$ cat src/rtl/dmaBeatSplitPkg.sv
package dmaBeatSplitPkg;
  // Commands from the control FSM to the datapath, one cycle wide each.
  typedef struct packed {
    logic packWord;  // store sInData at the current lane
    logic sealBeat;  // freeze the write strobe for the beat being closed
    logic loadBeat;  // capture a whole read beat
  } dpCmd_t;
endpackage

$ cat src/rtl/dmaBeatSplitCtrl.sv
module dmaBeatSplitCtrl
  import dmaBeatSplitPkg::*;
#(
  parameter int MM_W   = 64,
  parameter int ST_W   = 16,
  parameter int LEN_W  = 16,
  parameter int ADDR_W = 32,
  localparam int WPB    = MM_W / ST_W,
  localparam int LANE_W = (WPB > 1) ? $clog2(WPB) : 1
) (
  input  logic              clk,
  input  logic              rstN,
  input  logic              noOverRead,
  input  logic              reqValid,
  output logic              reqReady,
  input  logic              reqWrite,
  input  logic [ADDR_W-1:0] reqAddr,
  input  logic [LEN_W-1:0]  reqLenM1,
  output logic              reqErr,
  input  logic              sInValid,
  output logic              sInReady,
  output logic              mmWValid,
  input  logic              mmWReady,
  output logic              mmWLast,
  input  logic              mmRValid,
  output logic              mmRReady,
  output logic              sOutValid,
  input  logic              sOutReady,
  output logic              sOutLast,
  output dpCmd_t            cmd,
  output logic [LANE_W-1:0] lane
);
  localparam int MM_BYTES = MM_W / 8;
  localparam int ST_BYTES = ST_W / 8;
  localparam int ST_OFF   = $clog2(ST_BYTES);
  localparam int CNT_W    = LEN_W + 1;
  localparam logic [LEN_W-1:0]  ST_LMASK  = LEN_W'(ST_BYTES - 1);
  localparam logic [LEN_W-1:0]  MM_LMASK  = LEN_W'(MM_BYTES - 1);
  localparam logic [ADDR_W-1:0] ADDR_MASK = ADDR_W'(MM_BYTES - 1);
  localparam logic [LANE_W-1:0] LANE_TOP  = LANE_W'(WPB - 1);

  logic             busy, dirWr, beatHeld, lastBeat;
  logic [CNT_W-1:0] wordsLeft;
  logic             lenBad, addrBad, overBad, reqBad;
  logic [CNT_W-1:0] wordsTotal;
  logic             reqFire, sInFire, mmWFire, mmRFire, sOutFire;
  logic             finalWord, laneEnd;

  // Request screening
  always_comb begin
    lenBad     = (reqLenM1 & ST_LMASK) != ST_LMASK;
    addrBad    = (reqAddr & ADDR_MASK) != '0;
    overBad    = noOverRead && !reqWrite && ((reqLenM1 & MM_LMASK) != MM_LMASK);
    reqBad     = lenBad || addrBad || overBad;
    wordsTotal = CNT_W'(reqLenM1 >> ST_OFF) + CNT_W'(1);
  end

  assign reqReady  = !busy;
  assign sInReady  = busy && dirWr && !beatHeld;
  assign mmRReady  = busy && !dirWr && !beatHeld;
  assign mmWValid  = busy && dirWr && beatHeld;
  assign sOutValid = busy && !dirWr && beatHeld;
  assign mmWLast   = lastBeat;

  assign reqFire   = reqValid && reqReady;
  assign sInFire   = sInValid && sInReady;
  assign mmWFire   = mmWValid && mmWReady;
  assign mmRFire   = mmRValid && mmRReady;
  assign sOutFire  = sOutValid && sOutReady;
  assign finalWord = wordsLeft == CNT_W'(1);
  assign laneEnd   = lane == LANE_TOP;
  assign sOutLast  = finalWord;

  always_comb begin
    cmd          = '0;
    cmd.packWord = sInFire;
    cmd.sealBeat = sInFire && (laneEnd || finalWord);
    cmd.loadBeat = mmRFire;
  end

  always_ff @(posedge clk) begin
    if (!rstN) begin
      busy      <= 1'b0;
      dirWr     <= 1'b0;
      beatHeld  <= 1'b0;
      lastBeat  <= 1'b0;
      wordsLeft <= '0;
      lane      <= '0;
      reqErr    <= 1'b0;
    end else begin
      reqErr <= 1'b0;
      if (reqFire) begin
        if (reqBad) begin
          reqErr <= 1'b1;
        end else begin
          busy      <= 1'b1;
          dirWr     <= reqWrite;
          wordsLeft <= wordsTotal;
          lane      <= '0;
          beatHeld  <= 1'b0;
          lastBeat  <= 1'b0;
        end
      end else if (busy && dirWr) begin
        if (sInFire) begin
          wordsLeft <= wordsLeft - CNT_W'(1);
          if (laneEnd || finalWord) begin
            beatHeld <= 1'b1;
            lastBeat <= finalWord;
            lane     <= '0;
          end else begin
            lane <= lane + LANE_W'(1);
          end
        end
        if (mmWFire) begin
          beatHeld <= 1'b0;
          if (lastBeat) begin
            busy     <= 1'b0;
            lastBeat <= 1'b0;
          end
        end
      end else if (busy) begin
        if (mmRFire) begin
          beatHeld <= 1'b1;
          lane     <= '0;
        end
        if (sOutFire) begin
          wordsLeft <= wordsLeft - CNT_W'(1);
          if (laneEnd || finalWord) begin
            beatHeld <= 1'b0;
            lane     <= '0;
          end else begin
            lane <= lane + LANE_W'(1);
          end
          if (finalWord) busy <= 1'b0;
        end
      end
    end
  end
endmodule

$ cat src/rtl/dmaBeatSplitDp.sv
module dmaBeatSplitDp
  import dmaBeatSplitPkg::*;
#(
  parameter int MM_W = 64,
  parameter int ST_W = 16,
  localparam int WPB      = MM_W / ST_W,
  localparam int LANE_W   = (WPB > 1) ? $clog2(WPB) : 1,
  localparam int MM_BYTES = MM_W / 8,
  localparam int ST_BYTES = ST_W / 8
) (
  input  logic                clk,
  input  logic                rstN,
  input  dpCmd_t              cmd,
  input  logic [LANE_W-1:0]   lane,
  input  logic [ST_W-1:0]     sInData,
  input  logic [MM_W-1:0]     mmRData,
  output logic [MM_W-1:0]     mmWData,
  output logic [MM_BYTES-1:0] mmWStrb,
  output logic [ST_W-1:0]     sOutData
);
  logic [MM_W-1:0]     beatBuf;
  logic [MM_BYTES-1:0] strbReg;
  logic [MM_BYTES-1:0] sealMask;
  logic [ST_W-1:0]     laneWord [WPB];

  // Byte lanes up to and including the current word are enabled.
  for (genvar b = 0; b < MM_BYTES; b++) begin : gMask
    assign sealMask[b] = LANE_W'(b / ST_BYTES) <= lane;
  end

  for (genvar g = 0; g < WPB; g++) begin : gLane
    always_ff @(posedge clk) begin
      if (!rstN) begin
        beatBuf[g*ST_W +: ST_W] <= '0;
      end else if (cmd.loadBeat) begin
        beatBuf[g*ST_W +: ST_W] <= mmRData[g*ST_W +: ST_W];
      end else if (cmd.packWord && lane == LANE_W'(g)) begin
        beatBuf[g*ST_W +: ST_W] <= sInData;
      end
    end
    assign laneWord[g] = beatBuf[g*ST_W +: ST_W];
  end

  always_ff @(posedge clk) begin
    if (!rstN)             strbReg <= '0;
    else if (cmd.sealBeat) strbReg <= sealMask;
  end

  assign mmWData  = beatBuf;
  assign mmWStrb  = strbReg;
  assign sOutData = laneWord[lane];
endmodule

$ cat src/rtl/dmaBeatSplit.sv
module dmaBeatSplit
  import dmaBeatSplitPkg::*;
#(
  parameter int MM_W   = 64,
  parameter int ST_W   = 16,
  parameter int LEN_W  = 16,
  parameter int ADDR_W = 32,
  localparam int MM_BYTES = MM_W / 8,
  localparam int WPB      = MM_W / ST_W,
  localparam int LANE_W   = (WPB > 1) ? $clog2(WPB) : 1
) (
  input  logic                clk,
  input  logic                rstN,
  input  logic                noOverRead,
  input  logic                reqValid,
  output logic                reqReady,
  input  logic                reqWrite,
  input  logic [ADDR_W-1:0]   reqAddr,
  input  logic [LEN_W-1:0]    reqLenM1,
  output logic                reqErr,
  input  logic                sInValid,
  output logic                sInReady,
  input  logic [ST_W-1:0]     sInData,
  output logic                mmWValid,
  input  logic                mmWReady,
  output logic [MM_W-1:0]     mmWData,
  output logic [MM_BYTES-1:0] mmWStrb,
  output logic                mmWLast,
  input  logic                mmRValid,
  output logic                mmRReady,
  input  logic [MM_W-1:0]     mmRData,
  output logic                sOutValid,
  input  logic                sOutReady,
  output logic [ST_W-1:0]     sOutData,
  output logic                sOutLast
);
  dpCmd_t            cmd;
  logic [LANE_W-1:0] lane;

  dmaBeatSplitCtrl #(.MM_W(MM_W), .ST_W(ST_W), .LEN_W(LEN_W), .ADDR_W(ADDR_W)) uCtrl (
    .clk(clk), .rstN(rstN), .noOverRead(noOverRead),
    .reqValid(reqValid), .reqReady(reqReady), .reqWrite(reqWrite),
    .reqAddr(reqAddr), .reqLenM1(reqLenM1), .reqErr(reqErr),
    .sInValid(sInValid), .sInReady(sInReady),
    .mmWValid(mmWValid), .mmWReady(mmWReady), .mmWLast(mmWLast),
    .mmRValid(mmRValid), .mmRReady(mmRReady),
    .sOutValid(sOutValid), .sOutReady(sOutReady), .sOutLast(sOutLast),
    .cmd(cmd), .lane(lane)
  );

  dmaBeatSplitDp #(.MM_W(MM_W), .ST_W(ST_W)) uDp (
    .clk(clk), .rstN(rstN), .cmd(cmd), .lane(lane),
    .sInData(sInData), .mmRData(mmRData),
    .mmWData(mmWData), .mmWStrb(mmWStrb), .sOutData(sOutData)
  );
endmodule

$ cat config.mk
export PLATFORM = sky130hd
export DESIGN_NAME = dmaBeatSplit
export DESIGN_NICKNAME = d
export VERILOG_FILES = /design/src/rtl/dmaBeatSplitPkg.sv /design/src/rtl/dmaBeatSplitCtrl.sv /design/src/rtl/dmaBeatSplitDp.sv /design/src/rtl/dmaBeatSplit.sv
export SDC_FILE = /design/constraint.sdc
export NUM_CORES = 1
export LEC_CHECK = 0
export ABC_CLOCK_PERIOD_IN_PS = 2300
export BUFFER_PORTS_ARGS = -buffer_cell sky130_fd_sc_hd__buf_4
export CORE_MARGIN = 8
export CORE_UTILIZATION = 39
export DETAILED_ROUTE_END_ITERATION = 8
export GPL_ROUTABILITY_DRIVEN = 0
export PLACE_DENSITY = 0.69
export SETUP_SLACK_MARGIN = 0.05
export SLEW_MARGIN = 20
export SYNTH_ARGS = -nofsm -noshare
export SYNTH_HDL_FRONTEND = slang
export SYNTH_SLANG_ARGS = --single-unit
$ cat constraint.sdc
create_clock -name clk -period 2.3 [get_ports clk]
set_input_delay 0.575 -clock clk [delete_from_list [all_inputs] [get_ports clk]]
set_output_delay 0.575 -clock clk [all_outputs]
set_load 0.03 [all_outputs]
==> flow_summary.ini, run 1 <==
[grt]
grt_use_total = 0.2053
grt_first_pass_wirelength_um = 27400
antenna_found_initial = 0
gr-usage-met2 = 0.3492
grt-ovfl-total = 0
busiest_layer = met2
grtUsageMet3 = 0.06120
grt_pass1_vias = 5343
grt_max_degree = 75
use_met1 = 0.2376

[setup_path]
worstReg2RegEnd = uCtrl.beatHeld$_SDFFE_PN0P_
reg2reg_depth = 6
crit_path_end_kind = output pin
crit_arrival_ns = 1.62
worstSetupPathType = flip-flop to output pin
cp_data_required_time_ns = 1.73
ff2ff_setup_slack_ns = 0.18
rr_startpoint = uCtrl.wordsLeft[0]$_SDFFE_PN0P_
cp_max_fo = 4
startpoint = uCtrl.wordsLeft[12]$_SDFFE_PN0P_
startpoint_type = flip-flop

[sta]
worstMarginPinSlew_ns = 0.5894
rsz0062_at_grt = false
setup_viol = 0
fin_crit_ns = 2.199
slew_headroom = 0.6071
tns_ns = 0
fin_crit_sh = 0.9563
fmax_mhz = 454.7
hold_viol = 0
holdWs_ns = 0.5028
drv_slew = 0
clock_skew_ns = 0.007385
layout_setup_ws_ns = 0.1006

[cts]
cts_buffer_depth = 2
cts_root_buffer = clkbuf_16
clk_pin_slew_ns = 0.06
clk_latency_ns = 0.34
numCtsBuffers = 9
cts_sinks = 92
tritoncts = done
cts_max_level = 3

[logic_synthesis]
synth-xor-area-share = 0.02602
syn_nets = 732
syn_avg_cell_area_sq_um = 8.588
synthesis.instances = 588
synth-main-ff-cell = dfxtp_1
netlist_area_sq_um = 5050
synth-warning-count = 0
yosysSeqAreaShare = 0.3647
synth-seq-cells = 92
synth_edf_count = 0
ys_top_cells_by_area = dfxtp_1 (36%), a211oi_1 (11%), a21oi_1 (7.8%)
synth_top_area_frac = 0.3647
yosysMostFrequentCell = dfxtp_1
synth_compound_area_frac = 0.2738
synth.top_cells.by_count = dfxtp_1 (92), nor2_1 (89), a21oi_1 (79), a211oi_1 (71), clkbuf_1 (25)
synth_cell_types = 66
yosys.area_share.simple = 0.1915
muxShareOfSynthArea = 0.07334
synthArstFlopShare = 0
synth_fa_ha_area_frac = 0.01734
synth_top_area_cell = dfxtp_1
synth_top_family_by_area = compound AO/OA/AOI/OAI gates

[finish]
final_util = 0.5655
stdcell_area_sq_um = 7137
num_antenna_cells = 0
fin_cells = 956
final_layout_size_suffix_gt1_frac = 0.3610
area_growth_pct = 41.33
nets = 923

[placed_design]
place_area_sq_um = 6802
port_buffers = 203
dp_hpwl_um = 13620
place_ws_ns = -0.003922
dp.cells = 937

[job]
maxCapViolCount = 0

[die]
dieArea_sq_um = 16850
core_sq_um = 12620
initial_utilization = 0.4002
die_w_um = 129.8
die_h_um = 129.8
rows = 41
ios = 233

[hold_path]
hold_class = flip-flop to flip-flop
min_to = uDp.mmWStrb[1]$_SDFFE_PN0P_
whs_path_depth = 2
min_from = uDp.mmWStrb[1]$_SDFFE_PN0P_

[run_status]
status = finished clean

[route]
drt-pass1-iter-count = 5
drtAntennaViolNets = 0
drcViolationCount = 0
wl_per_cell_um = 18.77
routed_wirelength_um = 17940
vias = 5314
vias_per_cell = 5.559
drt-initial-drc-count = 388

[power]
power_frac_comb = 0.226
seqPwrFrac = 0.425
p_total_mw = 4.063
vdd_drop_max_v = 0.0003064
p_per_area_nw_per_um2 = 569.3
p_leak_nw = 2.913
switching_share = 0.2960
clockPowerShare = 0.349
p_int_mw = 2.860
p_switching_mw = 1.203
==> cells in the final DEF (no fill, tap or decap), drive strengths merged, types with 4 or more instances in the layout <==
cell	n
nand2	23
nor4	5
mux4	16
clkbuf	11
and3	4
dfxtp	92
o211ai	6
a31oi	4
nand4	7
nor2b	19
o311ai	4
buf	229
a21o	4
xnor2	9
nand3	10
nor2	89
inv	10
xor2	6
o21ai	14
ha	7
nor3	13
a21oi	80
a211oi	72
==> cell families after synthesis <==
kind of cell	Yosys count
adder cells (fa/ha/maj)	7
buffers and inverters	58
flip-flops	92
AO/OA/AOI/OAI	207
multiplexers	17
AND/OR/NAND/NOR	192
XOR/XNOR	15
==> worst max-delay path: stages (launching register included) <==
cell     delay (ns)
dfxtp_1        0.36
nor4_4         0.34
and3b_1        0.24
nand4_1        0.11
inv_1          0.08
buf_4          0.15
==> power groups by stage <==
stage / registers [mW] / logic, mW / clock network [mW]
2_1_floorplan: 1.87 / 0.393 / 0
6_report: 1.73 / 0.918 / 1.42
4_1_cts: 1.73 / 0.915 / 1.46
3_5_place_dp: 1.76 / 0.909 / 0
3_3_place_gp: 1.76 / 0.895 / 0
5_1_grt: 1.73 / 0.986 / 1.52
==> area by class of cell <==
class / count / area, sq um
inverters: 9 / 33.78
repair buffers: 229 / 1794
flip-flops and latches: 92 / 1843
clock buffers: 11 / 252.7
clock inverters: 5 / 35.03
multi-input cells: 438 / 2963
fillers: 1182 / 5483
well taps: 172 / 215.2
==> registers in the layout, indices dropped and copies added, names as in the netlist <==
register	count
uCtrl.busy	1
uCtrl.reqErr	1
uCtrl.dirWr	1
uCtrl.wordsLeft	17
uDp.mmWData	64
uCtrl.mmWLast	1
uCtrl.beatHeld	1
uCtrl.lane	2
uDp.mmWStrb	4
==> worst max path at each step <==
stage	end	slack [ns]
final	sOutLast	0.10
after detailed placement	uCtrl.wordsLeft[10]$_SDFFE_PN0P_	-0.004
after floorplan	sOutData[10]	0.19
after global placement	uCtrl.wordsLeft[8]$_SDFFE_PN0P_	0.03
after CTS	sOutLast	0.05
after global routing	uCtrl.wordsLeft[11]$_SDFFE_PN0P_	0.05
==> per-layer routing <==
layer  vias up  wire [um]
li1       2581          -
met1      2485       7223
met2       216       8701
met3        32       1516
met4         0        500
met5         -          0
==> what timing repair did <==
action	CTS	global route
pin swaps	1	2
hold buffers	0	0
resized for setup	2	2
buffers inserted	0	3
setup endpoints to repair	1	1
(Power assumes the default switching activity.)
==> run 2, diff against run 1 <==
Settings changed: CELL_PAD_IN_SITES_DETAIL_PLACEMENT from default to 1, CELL_PAD_IN_SITES_GLOBAL_PLACEMENT from default to 2, CORE_UTILIZATION 39 to 23, PLACE_DENSITY 0.69 to 0.73.
==> run 2 against run 1 <==
  * Critical path type unchanged
  * Hold slack got worse by 0.0088 ns
  * Combinational power increased by 2.8%
  * Sequential share of layout area fell by 0.84 points
  * Clock skew is 0.0036 ns higher
  * Total power rose by 5.5%
  * Count of clock-buffer cells in the layout decreased by 1
  * Via count shrank 1.9%
  * Setup slack worse by 0.076 ns
  * Final cell count increased by 12%
  * Sequential cell count did not move
==> flow_summary.ini, run 2 (synthesis gave the netlist of run 1 again) <==
[route]
drcViolationCount = 0
wl_per_cell_um = 19.28
routed_wirelength_um = 20730
drt-initial-drc-count = 202
drt-pass1-iter-count = 4
vias_per_cell = 4.849
drtAntennaViolNets = 0
vias = 5213

[die]
rows = 54
die_h_um = 164.2
dieArea_sq_um = 26950
initial_utilization = 0.2328
core_sq_um = 21690
ios = 233
die_w_um = 164.2

[finish]
num_antenna_cells = 0
nets = 934
final_util = 0.3415
final_layout_size_suffix_gt1_frac = 0.3774
largest_reg_flops = 64
mostFrequentLayoutCell = buf_4
final_cell_mix = buf_4 (231), nor2_1 (89), dfxtp_1 (87), a21oi_1 (79), a211oi_1 (71)
area_growth_pct = 46.68

[setup_path]
worstSetupPathType = flip-flop to output pin
reg2reg_depth = 6
crit_arrival_ns = 1.70
worstReg2RegEnd = uCtrl.wordsLeft[13]$_SDFFE_PN0P_
rr_startpoint = uCtrl.wordsLeft[0]$_SDFFE_PN0P_
cp_max_fo = 6
ff2ff_setup_slack_ns = 0.09
cp_data_required_time_ns = 1.73
startpoint_type = flip-flop
crit_path_end_kind = output pin

[cts]
clk_pin_slew_ns = 0.07
cts_sinks = 92
tritoncts = done
cts_buffer_depth = 2
clk_latency_ns = 0.35
numCtsBuffers = 9
cts_root_buffer = clkbuf_16
cts_max_level = 3

[run_status]
status = finished clean

[power]
clockPowerShare = 0.378
p_per_area_nw_per_um2 = 578.6
vdd_drop_max_v = 0.0003020
p_switching_mw = 1.313
seqPwrFrac = 0.402
switching_share = 0.3065
p_int_mw = 2.972
power_frac_comb = 0.220
p_leak_nw = 2.991

[grt]
grt_use_total = 0.1527
grt_max_degree = 76
grt-ovfl-total = 0
grt_pass1_vias = 5557
grt_first_pass_wirelength_um = 32220
antenna_found_initial = 0

[sta]
rsz0062_at_grt = true
worstMarginPinSlew_ns = 0.6694
fin_crit_sh = 0.9891
hold_viol = 0
fmax_mhz = 439.6
holdWs_ns = 0.4940
clock_skew_ns = 0.01099
drv_slew = 0
setup_viol = 0
fin_crit_ns = 2.275
slew_headroom = 0.5521

[hold_path]
min_from = reqWrite
hold_class = input pin to flip-flop
whs_path_depth = 3
min_to = uCtrl.dirWr$_SDFFE_PN0P_

[placed_design]
port_buffers = 203
dp_hpwl_um = 15960

[job]
maxCapViolCount = 0
==> run 2: changes by cell type in the layout (fill, tap and decap cells not counted), sizes merged <==
cell      delta
buf         +11
bufinv       +1
clkbuf       -1
clkinv       -3
clkinvlp     -1
inv          +4
==> run 2: critical path, stage by stage, from the launching register on <==
cell     delay, ns
dfxtp_2       0.35
nor4_2        0.25
buf_4         0.17
and3b_2       0.21
nand4_1       0.13
inv_1         0.10
buf_6         0.13
==> run 2: per-layer routing <==
| metal | up-vias | track usage | share of wire |
|---|---|---|---|
| met2 | 120 | 0.2529 | 0.49 |
| met1 | 2477 | 0.1910 | 0.43 |
| li1 | 2598 | - | - |
| met3 | 18 | 0.03885 | 0.060 |
| met5 | - | 0 | 0 |
| met4 | 0 | 0.04711 | 0.017 |
==> run 2: power by group through the flow <==
stage / logic, mW / registers, mW / clock network (mW)
after floorplan: 0.393 / 1.87 / 0
after global routing: 1.03 / 1.73 / 1.74
final: 0.944 / 1.72 / 1.62
after global placement: 0.936 / 1.76 / 0
after CTS: 0.948 / 1.72 / 1.68
after detailed placement: 0.942 / 1.76 / 0
==> run 2: area by class of cell <==
class	count	area, sq um
clock buffers	10	239.0
clock inverters	6	76.32
fillers	2565	14280
inverters	9	33.78
multi-input cells	438	2960
flip-flops and latches	92	1851
well taps	280	350.3
repair buffers	240	1897
==> run 2: worst max path at each step <==
stage                                               start                         endpoint  slack [ns]  cells past startpoint
final                     uCtrl.wordsLeft[7]$_SDFFE_PN0P_                         sOutLast        0.03                      6
after global routing      uCtrl.wordsLeft[7]$_SDFFE_PN0P_                         sOutLast       -0.05                      6
after CTS                 uCtrl.wordsLeft[7]$_SDFFE_PN0P_                         sOutLast       -0.02                      6
after detailed placement                       reqAddr[1]  uCtrl.wordsLeft[1]$_SDFFE_PN0P_       -0.05                      6
after global placement                         reqAddr[1]  uCtrl.wordsLeft[1]$_SDFFE_PN0P_       -0.04                      6
after floorplan                uCtrl.lane[1]$_SDFFE_PN0P_                     sOutData[10]        0.19                      3
==> run 2: repair_timing <==
| item | CTS | global route |
|---|---|---|
| endpoints found under the hold margin | 0 | 0 |
| buffers inserted | 1 | 3 |
| hold buffers | 0 | 0 |
| endpoints found under the setup margin | 12 | 17 |
| pin swaps | 1 | 0 |
| resized for setup | 9 | 7 |
==> run 2: through the flow <==
stage | total power, mW | cells | setup WS (ns) | instance area [sq um] | setup TNS (ns)
final | 4.286 | 1075 | 0.02506 | 7407 | 0
after global routing | 4.501 | 1075 | -0.05206 | 7407 | -0.08699
after CTS | 4.354 | 1072 | -0.02249 | 7360 | -0.02249
after detailed placement | 2.701 | 1055 | -0.05480 | 7012 | -0.1325
after global placement | 2.694 | 1055 | -0.03941 | 7012 | -0.06792
after floorplan | 2.260 | 588 | 0.1904 | 5051 | 0
==> run 3, diff against run 2 <==
Settings changed: CORE_MARGIN 8 to 2, RECOVER_POWER from default to 50.
==> run 3 against run 2 <==
  * Critical path depth unchanged
  * Critical path type unchanged
  * Cell area is 4.1% lower
  * Final cell count down 0.37%
  * First-iteration DRC count fell by 15%
  * Count of clock-buffer cells in the layout decreased by 1
  * Largest power group unchanged
  * Maximum frequency rose by 3.3%
  * Non-clock buffer count down 4
  * Sequential power is essentially flat
  * Total power down 1.3%
  * Hold slack lost 0.011 ns
  * Combinational power decreased by 7.1%
==> flow_summary.ini, run 3 (synthesis gave the netlist of run 1 again) <==
[die]
die_h_um = 152.2
dieArea_sq_um = 23160
core_sq_um = 21690
die_w_um = 152.2
ios = 233
rows = 54
initial_utilization = 0.2328

[cts]
cts_root_buffer = clkbuf_16
clk_pin_slew_ns = 0.07
cts-hold-fix-buffers = 0
cts_sinks = 92
clk_latency_ns = 0.35
cts_buffer_depth = 2
numCtsBuffers = 9
cts_max_level = 3
tritoncts = done

[job]
maxCapViolCount = 0

[sta]
hold_viol = 0
fmax_mhz = 454.1
drv_slew = 0
fin_crit_ns = 2.202
worstMarginPinSlew_ns = 0.6744
holdWs_ns = 0.4828
fin_crit_sh = 0.9575
slew_headroom = 0.5488
clock_skew_ns = 0.006166
setup_viol = 0
rsz0062_at_grt = true

[setup_path]
cp_data_required_time_ns = 1.73
startpoint_type = flip-flop
crit_arrival_ns = 1.63
crit_path_end_kind = output pin
cp_max_fo = 4
worstSetupPathType = flip-flop to output pin

[finish]
stdcell_area_sq_um = 7103
nets = 930
largest_reg_flops = 64
area_growth_pct = 40.66
final_layout_size_suffix_gt1_frac = 0.2693
mostFrequentLayoutCell = buf_4
final_cell_mix = buf_4 (147), dfxtp_1 (90), nor2_1 (89), a21oi_1 (79), clkbuf_1 (77)
fin_cells = 1071
fill_cells = 2599
num_antenna_cells = 0

[grt]
grt_pass1_vias = 5298
grt_max_degree = 80
grt_first_pass_wirelength_um = 30550
antenna_found_initial = 0
grt-ovfl-total = 0
grt_use_total = 0.1657

[power]
p_leak_nw = 2.650
vdd_drop_max_v = 0.0002804
p_per_area_nw_per_um2 = 595.6

[route]
vias = 5251
wl_per_cell_um = 18.21
drt-pass1-iter-count = 4
vias_per_cell = 4.903
drcViolationCount = 0
routed_wirelength_um = 19510
drt-initial-drc-count = 171
drtAntennaViolNets = 0

[hold_path]
hold_class = input pin to flip-flop

[run_status]
status = finished clean

[placed_design]
port_buffers = 203
place_area_sq_um = 7014
dp_hpwl_um = 14260
dp.cells = 1052
## run 3: metrics by stage
| step | worst slack, ns | utilization | TNS, ns | power, mW |
|---|---|---|---|---|
| 2_1_floorplan | 0.1904 | - | 0 | 2.260 |
| 3_3_place_gp | -0.04301 | 0.3234 | -0.06481 | 2.685 |
| 3_5_place_dp | -0.08831 | 0.3234 | -0.2914 | 2.691 |
| 4_1_cts | 0.04012 | 0.3400 | 0 | 4.356 |
| 5_1_grt | 0.01982 | 0.3275 | 0 | 4.447 |
| 6_report | 0.09780 | 0.3275 | 0 | 4.231 |
## run 3: worst paths after layout
check                                   start                                to  cells past startpoint  slack, ns
max          uCtrl.wordsLeft[12]$_SDFFE_PN0P_                          sOutLast                      6        0.1
min                                  reqWrite          uCtrl.dirWr$_SDFFE_PN0P_                      3       0.48
max reg2reg   uCtrl.wordsLeft[0]$_SDFFE_PN0P_  uCtrl.wordsLeft[13]$_SDFFE_PN0P_                      6       0.20
min reg2reg       uCtrl.beatHeld$_SDFFE_PN0P_       uCtrl.beatHeld$_SDFFE_PN0P_                      2       0.49
## run 3: cell type report
type,instances,area [sq um],area share
timing repair buffer,236,1612,0.2269
tap,280,350.3,0.04932
multi-input combinational,438,2947,0.4148
clock buffer,9,225.2,0.03171
sequential,92,1847,0.2600
clock inverter,7,88.84,0.01251
inverter,9,33.78,0.004756
## run 3: timing repair
item                                    in CTS  in global routing
gates cloned                                 0                  1
endpoints found under the setup margin       7                 18
buffers inserted                             2                  0
resized for setup                            7                  6
pin swaps                                    2                  0
## run 3: power breakdown
group          total [mW]  switching (mW)  leakage (nW)  internal, mW
sequential           1.72          0.0589         0.749          1.66
combinational       0.877           0.520          1.75         0.356
clock                1.63           0.758         0.152         0.876
## run 3: metal layers
layer | up-vias | global-route usage | routed length, um
met2 | 106 | 0.2741 | 9331
met5 | - | 0 | 0
met1 | 2523 | 0.2177 | 8897
li1 | 2604 | - | -
met3 | 18 | 0.02929 | 893
met4 | 0 | 0.05830 | 383
## run 3: critical path: stages (launching register included)
cell	delay [ns]
dfxtp_2	0.34
nor4_2	0.25
buf_4	0.15
and3b_2	0.18
nand4_1	0.11
inv_1	0.10
buf_6	0.13
